File: src/rtl/fetch_term_pkg.sv
package fetch_term_pkg;
    typedef enum logic [1:0] {
        ACT_CONTINUE    = 2'd0,
        ACT_NEXT_LINE   = 2'd1,
        ACT_STOP_THREAD = 2'd2
    } act_e;
endpackage

File: src/rtl/ft_pc_predict.sv
module ft_pc_predict #(
    parameter int AW          = 32,
    parameter int INST_BYTES  = 4,
    parameter int BLOCK_BYTES = 32
) (
    input  logic [AW-1:0] pc,
    input  logic          is_control,
    input  logic          pred_taken,
    input  logic          pred_has_tgt,
    input  logic [AW-1:0] pred_tgt,
    output logic [AW-1:0] next_pc,
    output logic          btb_miss,
    output logic          redirect,
    output logic          line_end,
    output logic [AW-1:0] req_addr
);
    localparam int IPL    = BLOCK_BYTES / INST_BYTES;
    localparam int OFS_LO = $clog2(INST_BYTES);
    localparam int SLOT_W = $clog2(IPL);

    logic [AW-1:0] seq_pc;

    always_comb begin
        seq_pc   = pc + AW'(INST_BYTES);
        redirect = is_control && pred_taken && pred_has_tgt;
        btb_miss = is_control && pred_taken && !pred_has_tgt;
        next_pc  = redirect ? pred_tgt : seq_pc;
        line_end = (pc[OFS_LO +: SLOT_W] == SLOT_W'(IPL - 1));
        req_addr = {pc[AW-1:2], 2'b00};
    end
endmodule

File: src/rtl/ft_stop_decide.sv
module ft_stop_decide
    import fetch_term_pkg::*;
#(
    parameter int CW           = 4,
    parameter int BW           = 2,
    parameter int MAX_INSTS    = 8,
    parameter int MAX_BRANCHES = 2
) (
    input  logic          kept,
    input  logic          fault,
    input  logic          ifq_full,
    input  logic [CW-1:0] inst_cnt_new,
    input  logic [BW-1:0] br_cnt_new,
    input  logic          line_end,
    input  logic          redirect,
    output act_e          action
);
    logic stop_thread, stop_line;

    always_comb begin
        stop_thread = kept && (fault || ifq_full ||
                      (inst_cnt_new >= CW'(MAX_INSTS)) ||
                      (br_cnt_new   >= BW'(MAX_BRANCHES)));
        stop_line   = line_end || (kept && redirect);
        if (stop_thread)    action = ACT_STOP_THREAD;
        else if (stop_line) action = ACT_NEXT_LINE;
        else                action = ACT_CONTINUE;
    end
endmodule

File: src/rtl/fetch_line_term.sv
module fetch_line_term
    import fetch_term_pkg::*;
#(
    parameter int AW           = 32,
    parameter int INST_BYTES   = 4,
    parameter int BLOCK_BYTES  = 32,
    parameter int MAX_INSTS    = 8,
    parameter int MAX_BRANCHES = 2,
    parameter int SPEC_W       = 3,
    localparam int IPL         = BLOCK_BYTES / INST_BYTES,
    localparam int CW          = $clog2(MAX_INSTS + 1),
    localparam int BW          = $clog2(MAX_BRANCHES + 1),
    localparam int LCW         = $clog2(IPL + 1)
) (
    input  logic              clk,
    input  logic              rst_n,
    input  logic              cyc_start,
    input  logic              line_start,
    input  logic              inst_valid,
    input  logic [AW-1:0]     inst_pc,
    input  logic              is_control,
    input  logic              pred_taken,
    input  logic              pred_has_tgt,
    input  logic [AW-1:0]     pred_tgt,
    input  logic              is_prefetch,
    input  logic              pf_squash_en,
    input  logic              fetch_fault,
    input  logic              ifq_full,
    input  logic [AW-1:0]     resolved_pc,
    output logic              res_valid,
    output logic [1:0]        res_action,
    output logic              res_kept,
    output logic [AW-1:0]     next_pc,
    output logic              btb_miss,
    output logic              recover,
    output logic [AW-1:0]     req_addr,
    output logic [LCW-1:0]    line_cnt,
    output logic [CW-1:0]     inst_cnt,
    output logic [BW-1:0]     br_cnt,
    output logic [SPEC_W-1:0] spec_depth
);
    localparam logic [SPEC_W-1:0] SPEC_MAX = {SPEC_W{1'b1}};

    typedef struct packed {
        logic              valid;
        act_e              act;
        logic              kept;
        logic [AW-1:0]     npc;
        logic              btb;
        logic              rec;
        logic [AW-1:0]     req;
        logic [LCW-1:0]    lcnt;
        logic [CW-1:0]     icnt;
        logic [BW-1:0]     bcnt;
        logic [SPEC_W-1:0] spec;
    } state_t;

    state_t st_d, st_q;

    logic          kept;
    logic [AW-1:0] pr_npc, pr_req;
    logic          pr_btb, pr_redirect, pr_line_end;
    logic [CW-1:0] icnt_base, icnt_new;
    logic [BW-1:0] bcnt_base, bcnt_new;
    logic [LCW-1:0] lcnt_base, lcnt_new;
    act_e          action;

    assign kept = inst_valid && !(pf_squash_en && is_prefetch);

    ft_pc_predict #(
        .AW(AW), .INST_BYTES(INST_BYTES), .BLOCK_BYTES(BLOCK_BYTES)
    ) u_pc_predict (
        .pc           (inst_pc),
        .is_control   (is_control && kept),
        .pred_taken   (pred_taken),
        .pred_has_tgt (pred_has_tgt),
        .pred_tgt     (pred_tgt),
        .next_pc      (pr_npc),
        .btb_miss     (pr_btb),
        .redirect     (pr_redirect),
        .line_end     (pr_line_end),
        .req_addr     (pr_req)
    );

    // Running counts: cleared at their start markers, saturate at limits
    always_comb begin
        icnt_base = cyc_start  ? '0 : st_q.icnt;
        bcnt_base = cyc_start  ? '0 : st_q.bcnt;
        lcnt_base = line_start ? '0 : st_q.lcnt;
        icnt_new  = icnt_base;
        bcnt_new  = bcnt_base;
        lcnt_new  = lcnt_base;
        if (kept && icnt_base != CW'(MAX_INSTS))
            icnt_new = icnt_base + CW'(1);
        if (kept && is_control && bcnt_base != BW'(MAX_BRANCHES))
            bcnt_new = bcnt_base + BW'(1);
        if (kept && lcnt_base != LCW'(IPL))
            lcnt_new = lcnt_base + LCW'(1);
    end

    ft_stop_decide #(
        .CW(CW), .BW(BW), .MAX_INSTS(MAX_INSTS), .MAX_BRANCHES(MAX_BRANCHES)
    ) u_stop_decide (
        .kept         (kept),
        .fault        (fetch_fault),
        .ifq_full     (ifq_full),
        .inst_cnt_new (icnt_new),
        .br_cnt_new   (bcnt_new),
        .line_end     (inst_valid && pr_line_end),
        .redirect     (pr_redirect),
        .action       (action)
    );

    always_comb begin
        st_d       = st_q;
        st_d.valid = inst_valid;
        st_d.kept  = kept;
        st_d.act   = ACT_CONTINUE;
        st_d.rec   = 1'b0;
        st_d.btb   = 1'b0;
        st_d.icnt  = icnt_new;
        st_d.bcnt  = bcnt_new;
        st_d.lcnt  = lcnt_new;
        if (inst_valid) begin
            st_d.act = action;
            st_d.npc = pr_npc;
            st_d.req = pr_req;
            st_d.btb = pr_btb;
            st_d.rec = kept && !fetch_fault && (pr_npc != resolved_pc);
            if (st_d.rec && st_q.spec != SPEC_MAX)
                st_d.spec = st_q.spec + SPEC_W'(1);
        end
    end

    always_ff @(posedge clk or negedge rst_n) begin
        if (!rst_n) st_q <= '0;
        else        st_q <= st_d;
    end

    assign res_valid  = st_q.valid;
    assign res_action = st_q.act;
    assign res_kept   = st_q.kept;
    assign next_pc    = st_q.npc;
    assign btb_miss   = st_q.btb;
    assign recover    = st_q.rec;
    assign req_addr   = st_q.req;
    assign line_cnt   = st_q.lcnt;
    assign inst_cnt   = st_q.icnt;
    assign br_cnt     = st_q.bcnt;
    assign spec_depth = st_q.spec;

    // a kept faulting instruction always ends the thread's cycle
    assert_fault_stops_R3: assert property (@(posedge clk) disable iff (!rst_n)
        (inst_valid && fetch_fault && !(pf_squash_en && is_prefetch))
        |=> (res_valid && res_action == ACT_STOP_THREAD));

    // a kept result at the cycle instruction limit is a stop
    assert_limit_stops_R4: assert property (@(posedge clk) disable iff (!rst_n)
        (res_valid && res_kept && inst_cnt == CW'(MAX_INSTS))
        |-> (res_action == ACT_STOP_THREAD));

    // a filtered prefetch consumes no fetch budget
    assert_pf_free_R8: assert property (@(posedge clk) disable iff (!rst_n)
        (inst_valid && pf_squash_en && is_prefetch && !cyc_start)
        |=> (!res_kept && inst_cnt == $past(inst_cnt)));

    // speculation depth moves only with a recovery point, by one
    assert_spec_step_R10: assert property (@(posedge clk) disable iff (!rst_n)
        (recover && $past(spec_depth) != SPEC_MAX)
        |-> (spec_depth == $past(spec_depth) + SPEC_W'(1)));

    assert_spec_hold_R10: assert property (@(posedge clk) disable iff (!rst_n)
        !recover |-> $stable(spec_depth));

    // branch count never falls within one cycle
    assert_br_mono_R11: assert property (@(posedge clk) disable iff (!rst_n)
        !cyc_start |=> (br_cnt >= $past(br_cnt)));
endmodule

File: config.mk
export PLATFORM = sky130hd
export DESIGN_NAME = fetch_line_term
export DESIGN_NICKNAME = d
export VERILOG_FILES = /design/src/rtl/fetch_term_pkg.sv /design/src/rtl/ft_pc_predict.sv /design/src/rtl/ft_stop_decide.sv /design/src/rtl/fetch_line_term.sv
export SDC_FILE = /design/constraint.sdc
export NUM_CORES = 1
export LEC_CHECK = 0
export ABC_CLOCK_PERIOD_IN_PS = 2800
export BUFFER_PORTS_ARGS = -buffer_cell sky130_fd_sc_hd__clkbuf_2
export CAP_MARGIN = 30
export CORE_UTILIZATION = 40
export DETAILED_ROUTE_END_ITERATION = 8
export PLACE_DENSITY = 0.66
export SLEW_MARGIN = 25
export SYNTH_ARGS = -nofsm -noshare
export SYNTH_HDL_FRONTEND = slang
export SYNTH_SLANG_ARGS = --single-unit
File: constraint.sdc
create_clock -name clk -period 2.8 [get_ports clk]
set_clock_uncertainty 0.2 [all_clocks]
set_input_delay 0.42 -clock clk [delete_from_list [all_inputs] [get_ports clk]]
set_output_delay 0.42 -clock clk [all_outputs]
set_load 0.005 [all_outputs]
==> impl_metrics.ini, run 1 <==
[route]
dr.pass1.iters = 5
avgRoutedWirePerCell_um = 17.74
wl_mm = 18.60
drcViolationCount = 0
drtIter0Drc = 256
viasPerCell = 5.247
detail-route-antenna-nets = 0
num_vias = 5499

[clock_network]
clock_tree.root_cell = clkbuf_16
clk_path_buf_depth = 2
cts_made_buffers = 9
cts.clk_slew.worst_paths_ps = 50
cts_tree = built
htreeDepth = 3
cts.sinks = 81
insertion_delay_ps = 340

[cells_and_area]
area_growth_pct = 50.80
nNetsFinal = 988
design_area_um2 = 8179
final_core_util_pct = 61.76
final_cell_mix = 173 x clkbuf_2, 135 x buf_4, 81 x dfrtp_1, 57 x mux2_2, 47 x nand2_1
mostFrequentLayoutCell = clkbuf_2
drive_gt1_share_pct = 52.06
antenna-diode-count = 0
nFillCells = 1172

[sta]
min_period_ps = 2871
fmax_ghz = 0.3483
worst_slew_pin_slew_ps = 866.3
period_share_pct = 102.5
relSlewSlack_pct = 42.25
worst_slack_ps = -71.28
drv_slew = 0
setup-violations-final = 2
grt_setup_unrepaired = true
hold_viol_final = 0

[floorplanning]
die_h_um = 118.4
start_util_pct = 40.96
rows = 42
design.core.area_um2 = 13240
die_w_um = 118.4
ioPinCount = 191
die_area_um2 = 14030

[logic_synthesis]
synth_top_family_by_area = simple AND/OR/NAND/NOR gates
yosysWarnings = 0
synth-xor-area-share_pct = 11.90
yosys.area.top_type = dfrtp_1
synth_compound_area_share_pct = 12.11
ys_top_cells_by_area = dfrtp_1 37%, mux2_2 12%, xor2_1 6.1%, xnor2_1 5.3%, nand2_1 3.3%
synth_top_area_share_pct = 37.37
synth_mux_area_share_pct = 12.80
syn_inst = 561
yosys.area_share.simple_pct = 19.52
ys_ff_latch = 81
postSynthAreaPerCell_um2 = 9.668
ys.flop_type = dfrtp_1
ys_seq_area_share_pct = 37.37
synthDistinctLibCells = 68
async_flop_share_pct = 100.0
syn_area_um2 = 5424
synth-edff-count = 0
synthAdderAreaFrac_pct = 2.076

[power_and_ir_drop]
p_leak_nw = 3.840
powerDensity_nw_per_um2 = 413.6
ir_drop_mv = 0.2413

[outcome]
failed_checks = setup timing
status = finished with violations

[critical_path]
cp_cell_sequence = clkbuf_16 -> ha_4 -> nand3_4 -> nor3_4 -> buf_6 -> buf_6 -> xnor2_4 -> o221ai_2 -> nor4_2 -> a31oi_1 -> a311o_1 -> o31ai_4 -> mux2_4
cp.required_ps = 2830
crit_slowest_cell = a311o_1
path_max_fanout = 5
crit_top_cell = buf_6
worstSetupPathType = in -> reg
cp.arrival_ps = 2900
critPathMaxStageDelay_ps = 380
crit_path_start_kind = input pin
critPathCaptureType = flip-flop

[global_routing]
antenna_found_initial = 0
grt_pass1_wl_mm = 29.28
grt_start_max_net_pins = 71
grt_pass1_vias = 5568
grt_overflow_total = 0
grt_usage_pct = 27.26

[place]
dp_hpwl_mm = 14.80
place_area_um2 = 7401
io_buffers = 188
gp_congestion = 0.9694
dp_slack_ps = -572.1

[min_path]
min_path_type = in -> reg

[job]
maxCapViolations = 0
[routing by layer]
layer  routed length (um)  vias to the layer above  GRT usage, %  part of all wire (%)
li1                     -                     2615             -                     -
met1                 8358                     2640         37.38                    45
met2                 8683                      218         43.24                    47
met3                 1108                       26         4.537                   6.0
met4                  446                        0         10.13                   2.4
met5                    0                        -             0                     0
[cells by family after synthesis]
| logic type | Yosys count |
|---|---|
| AO/OA/AOI/OAI | 97 |
| XOR/XNOR | 72 |
| adder cells (fa/ha/maj) | 9 |
| buffers and inverters | 50 |
| flip-flops | 81 |
| multiplexers | 62 |
| other | 1 |
| AND/OR/NAND/NOR | 189 |
[worst paths after layout]
check | from | end | slack (ps) | cells past startpoint
worst min register to register | req_addr[2] | req_addr[2] | 310 | 1
min in group asynchronous | rst_n | br_cnt[0] | 400 | 2
max in group asynchronous | rst_n | next_pc[15] | 1380 | 3
worst max-delay path | inst_pc[2] | spec_depth[2] | -70 | 13
worst max register to register | spec_depth[0] | spec_depth[2] | 750 | 6
worst min-delay path | line_start | line_cnt[3] | 100 | 2
[synthesized netlist by cell type, drive strengths merged (2+ instances only)]
library cell and count:
nor3 13, and3 5, o221ai 3, or2 3
mux2 59, and4 4, clkbuf 10, a222oi 2
xor2 38, a31oi 12, o211ai 2, o31ai 3
ha 9, nor2 42, a311o 2, buf 21
o21ai 34, xnor2 33, mux2i 3, o311ai 2
nor4b 2, dfrtp 81, nand3 22, inv 19
nand2 48, nor4 9, a21oi 15, nand4 19
nand2b 11, a211oi 5, a221o 2, or3 4
nand3b 3, a21bo 2
[metrics by stage]
stage                     instances  TNS, ps  total power, mW  hold slack (ps)
after CTS                      1033   -174.3            3.379            95.62
after detailed placement       1008    -1891            2.316            236.5
after global placement         1007    -1673            2.284            289.9
final                          1048   -133.0            3.383            103.1
after floorplan                 562   -281.8            1.828           -75.59
after global routing           1048   -462.9            3.551            125.6
[repair_timing]
action                                  in CTS  in global routing
buffers inserted                            12                 16
cloned                                       0                  0
gates resized for setup                     26                 45
endpoints found under the setup margin       3                  4
endpoints found under the hold margin       39                  0
pin swaps                                   16                 25
hold buffers                                 1                  0
[layout make-up]
| type | instances | area (um2) | share of cell area (%) |
|---|---|---|---|
| flip-flops and latches | 81 | 2027 | 24.78 |
| multi-input cells | 431 | 3440 | 42.05 |
| inverters | 19 | 71.32 | 0.8720 |
| repair buffers | 329 | 2182 | 26.68 |
| well taps | 176 | 220.2 | 2.692 |
| clock buffers | 10 | 229.0 | 2.799 |
| clock inverters | 2 | 10.01 | 0.1224 |
[flip-flops by register name (all words and copies together) (netlist names)]
name,count
br_cnt,2
res_action,2
res_kept,1
btb_miss,1
req_addr,30
line_cnt,4
inst_cnt,4
next_pc,32
spec_depth,3
res_valid,1
recover,1
[power by group]
group	total [mW]	leakage (nW)	switching [mW]	internal [mW]
Clock	1.02	0.120	0.448	0.577
Combinational	0.959	2.75	0.459	0.499
Sequential	1.40	0.970	0.0931	1.31
Total	3.38	3.84	1.00	2.38
[critical path, delay by kind of cell]
family	cells	cell delay (ps)
AOI/OAI and AO/OA	4	910
and+or+nand+nor	3	600
buffers and inverters	3	370
muxes	1	330
adders and majority gates	1	140
xor gates and xnor gates	1	110
Note: power is estimated with default switching activity, not from simulation.
==> inputs of run 2 (changes only) <==
--- a/config.mk
+++ b/config.mk
@@ -5,10 +5,11 @@
 export SDC_FILE = /design/constraint.sdc
 export NUM_CORES = 1
 export LEC_CHECK = 0
-export ABC_CLOCK_PERIOD_IN_PS = 2800
+export ABC_CLOCK_PERIOD_IN_PS = 3600
 export BUFFER_PORTS_ARGS = -buffer_cell sky130_fd_sc_hd__clkbuf_2
 export CAP_MARGIN = 30
 export CORE_UTILIZATION = 40
+export CTS_CLUSTER_DIAMETER = 60
 export DETAILED_ROUTE_END_ITERATION = 8
 export PLACE_DENSITY = 0.66
 export SLEW_MARGIN = 25
==> constraint.sdc (replaced) <==
create_clock -name clk -period 3.6 [get_ports clk]
set_clock_uncertainty 0.2 [all_clocks]
set_input_delay 0.54 -clock clk [delete_from_list [all_inputs] [get_ports clk]]
set_output_delay 0.54 -clock clk [all_outputs]
set_load 0.005 [all_outputs]
==> run 2 against run 1 <==
  * The flow now finishes without violations
  * Via count is 6.4% lower
  * Sequential share of layout area increased by 4.2 points
  * Critical path depth shrank 2
  * Power is 20% lower
  * Utilization decreased by 8.9 points
  * Final cell count down 10%
  * Largest cell class unchanged
  * Highest routed layer unchanged
==> impl_metrics.ini, run 2 (same netlist as run 1, synthesis figures left out) <==
[outcome]
status = finished clean

[critical_path]
reg2reg_to = spec_depth[1]
reg2reg_depth = 5
crit_path_start_kind = input pin
r2r_start = spec_depth[0]
cp.arrival_ps = 3390
cp.required_ps = 3630
reg2reg_setup_slack_ps = 1300
path_max_fanout = 8
worstSetupPathType = in -> reg
critPathCaptureType = flip-flop

[sta]
grt_setup_unrepaired = false
setup-violations-final = 0
min_period_ps = 3361
timing.hold.ws_ps = 208.7
worst_slew_pin_slew_ps = 862.2
drv_slew = 0
hold_viol_final = 0
fmax_ghz = 0.2976
relSlewSlack_pct = 42.52
period_share_pct = 93.35
finalSetupTns_ps = 0

[power_and_ir_drop]
powerDensity_nw_per_um2 = 388.1
p_int_mw = 1.944
ir_drop_mv = 0.2563
pwr-share-seq_pct = 39.8
p_sw_share_pct = 28.44
clkPwrFrac_pct = 36.8
combPwrFrac_pct = 23.4
switchingPower_mw = 0.7724
p_leak_nw = 3.210

[clock_network]
clock_tree.root_cell = clkbuf_16
cts.clk_slew.worst_paths_ps = 60
cts_tree = built
cts.sinks = 81
htreeDepth = 3
clk_path_buf_depth = 2
insertion_delay_ps = 350
cts-resized-gates = 0
cts_made_buffers = 9

[place]
dp_hpwl_mm = 14.57
io_buffers = 188
gp_congestion = 0.8782

[cells_and_area]
multiInputGateArea_um2 = 3181
antenna-diode-count = 0
nFillCells = 1256
largest_register_ffs = 32
drive_gt1_share_pct = 40.10
seqCellArea_um2 = 2027
final_cell_mix = 186 x clkbuf_2, 81 x dfrtp_1, 57 x mux2_2, 48 x nand2_1, 41 x nor2_1
nNetsFinal = 875
mostFrequentLayoutCell = clkbuf_2
final_core_util_pct = 52.84
area_growth_pct = 29.02

[job]
maxCapViolations = 0

[floorplanning]
die_h_um = 118.4
ioPinCount = 191
die_w_um = 118.4
rows = 42
start_util_pct = 40.96
die_area_um2 = 14030
design.core.area_um2 = 13240

[route]
detail-route-antenna-nets = 0
avgRoutedWirePerCell_um = 18.92
num_vias = 5145
drtIter0Drc = 254
dr.pass1.iters = 5
drcViolationCount = 0
wl_mm = 17.77
viasPerCell = 5.479

[min_path]
min_path_type = in -> reg
min_from = fetch_fault
min_path_cells = 2
min_to = recover

[global_routing]
grt_start_max_net_pins = 70
antenna_found_initial = 0
grt_pass1_vias = 4923
grt_overflow_total = 0
grt_usage_pct = 25.54
grt_pass1_wl_mm = 27.18
run 2: power by group through the flow:
stage	Sequential, mW	Combinational [mW]	Clock (mW)
after floorplan	1.10	0.296	0
after global placement	1.09	0.618	0
after detailed placement	1.10	0.637	0
after CTS	1.08	0.640	1.02
after global routing	1.09	0.691	1.06
final	1.08	0.635	1.00
run 2: what timing repair did:
action                    in CTS  in global routing
hold endpoints to repair      36                  0
hold buffers                   1                  0
buffers inserted               0                  0
run 2: worst max-delay path by stage:
stage                      startpoint       endpoint  slack (ps)  cells after the start
after global routing       inst_pc[3]  spec_depth[1]          60                     11
after global placement     inst_pc[3]  spec_depth[1]         100                     11
final                      inst_pc[3]  spec_depth[1]         240                     11
after floorplan           inst_pc[11]  spec_depth[1]         390                     10
after CTS                  inst_pc[3]  spec_depth[1]         290                     11
after detailed placement   inst_pc[3]  spec_depth[1]         -80                     11
run 2: area by class of cell:
class,count,share of cell area [%]
multi-input combinational,431,45.45
sequential,81,28.96
timing repair buffer,216,16.81
clock buffer,12,3.522
tap,176,3.147
clock inverter,4,1.091
inverter,19,1.019
run 2: per-layer routing:
layer	share of wire [%]	routed length (um)	track usage (%)
met1	44	7901	33.50
met2	48	8484	41.91
met3	5.8	1039	5.598
met4	1.9	343	7.991
met5	0	0	0
run 2: through the flow:
step                instance area [um2]  power [mW]  setup slack [ps]  instances
floorplan                          5428       1.393             388.3        562
global placement                   6638       1.709             102.5        921
detailed placement                 6665       1.734            -78.70        922
CTS                                6998       2.739             287.3        939
global route                       6998       2.841             57.03        939
finish                             6998       2.716             239.4        939
run 2: critical path, stage by stage:
cell and delay [ps]:
clkbuf_2 140, ha_1 210, nand3_1 210, nor3_4 420, nand4_1 170, xor2_1 260, or3b_2 470, a32oi_1 180
inv_1 110, o31ai_4 310, mux2_1 360
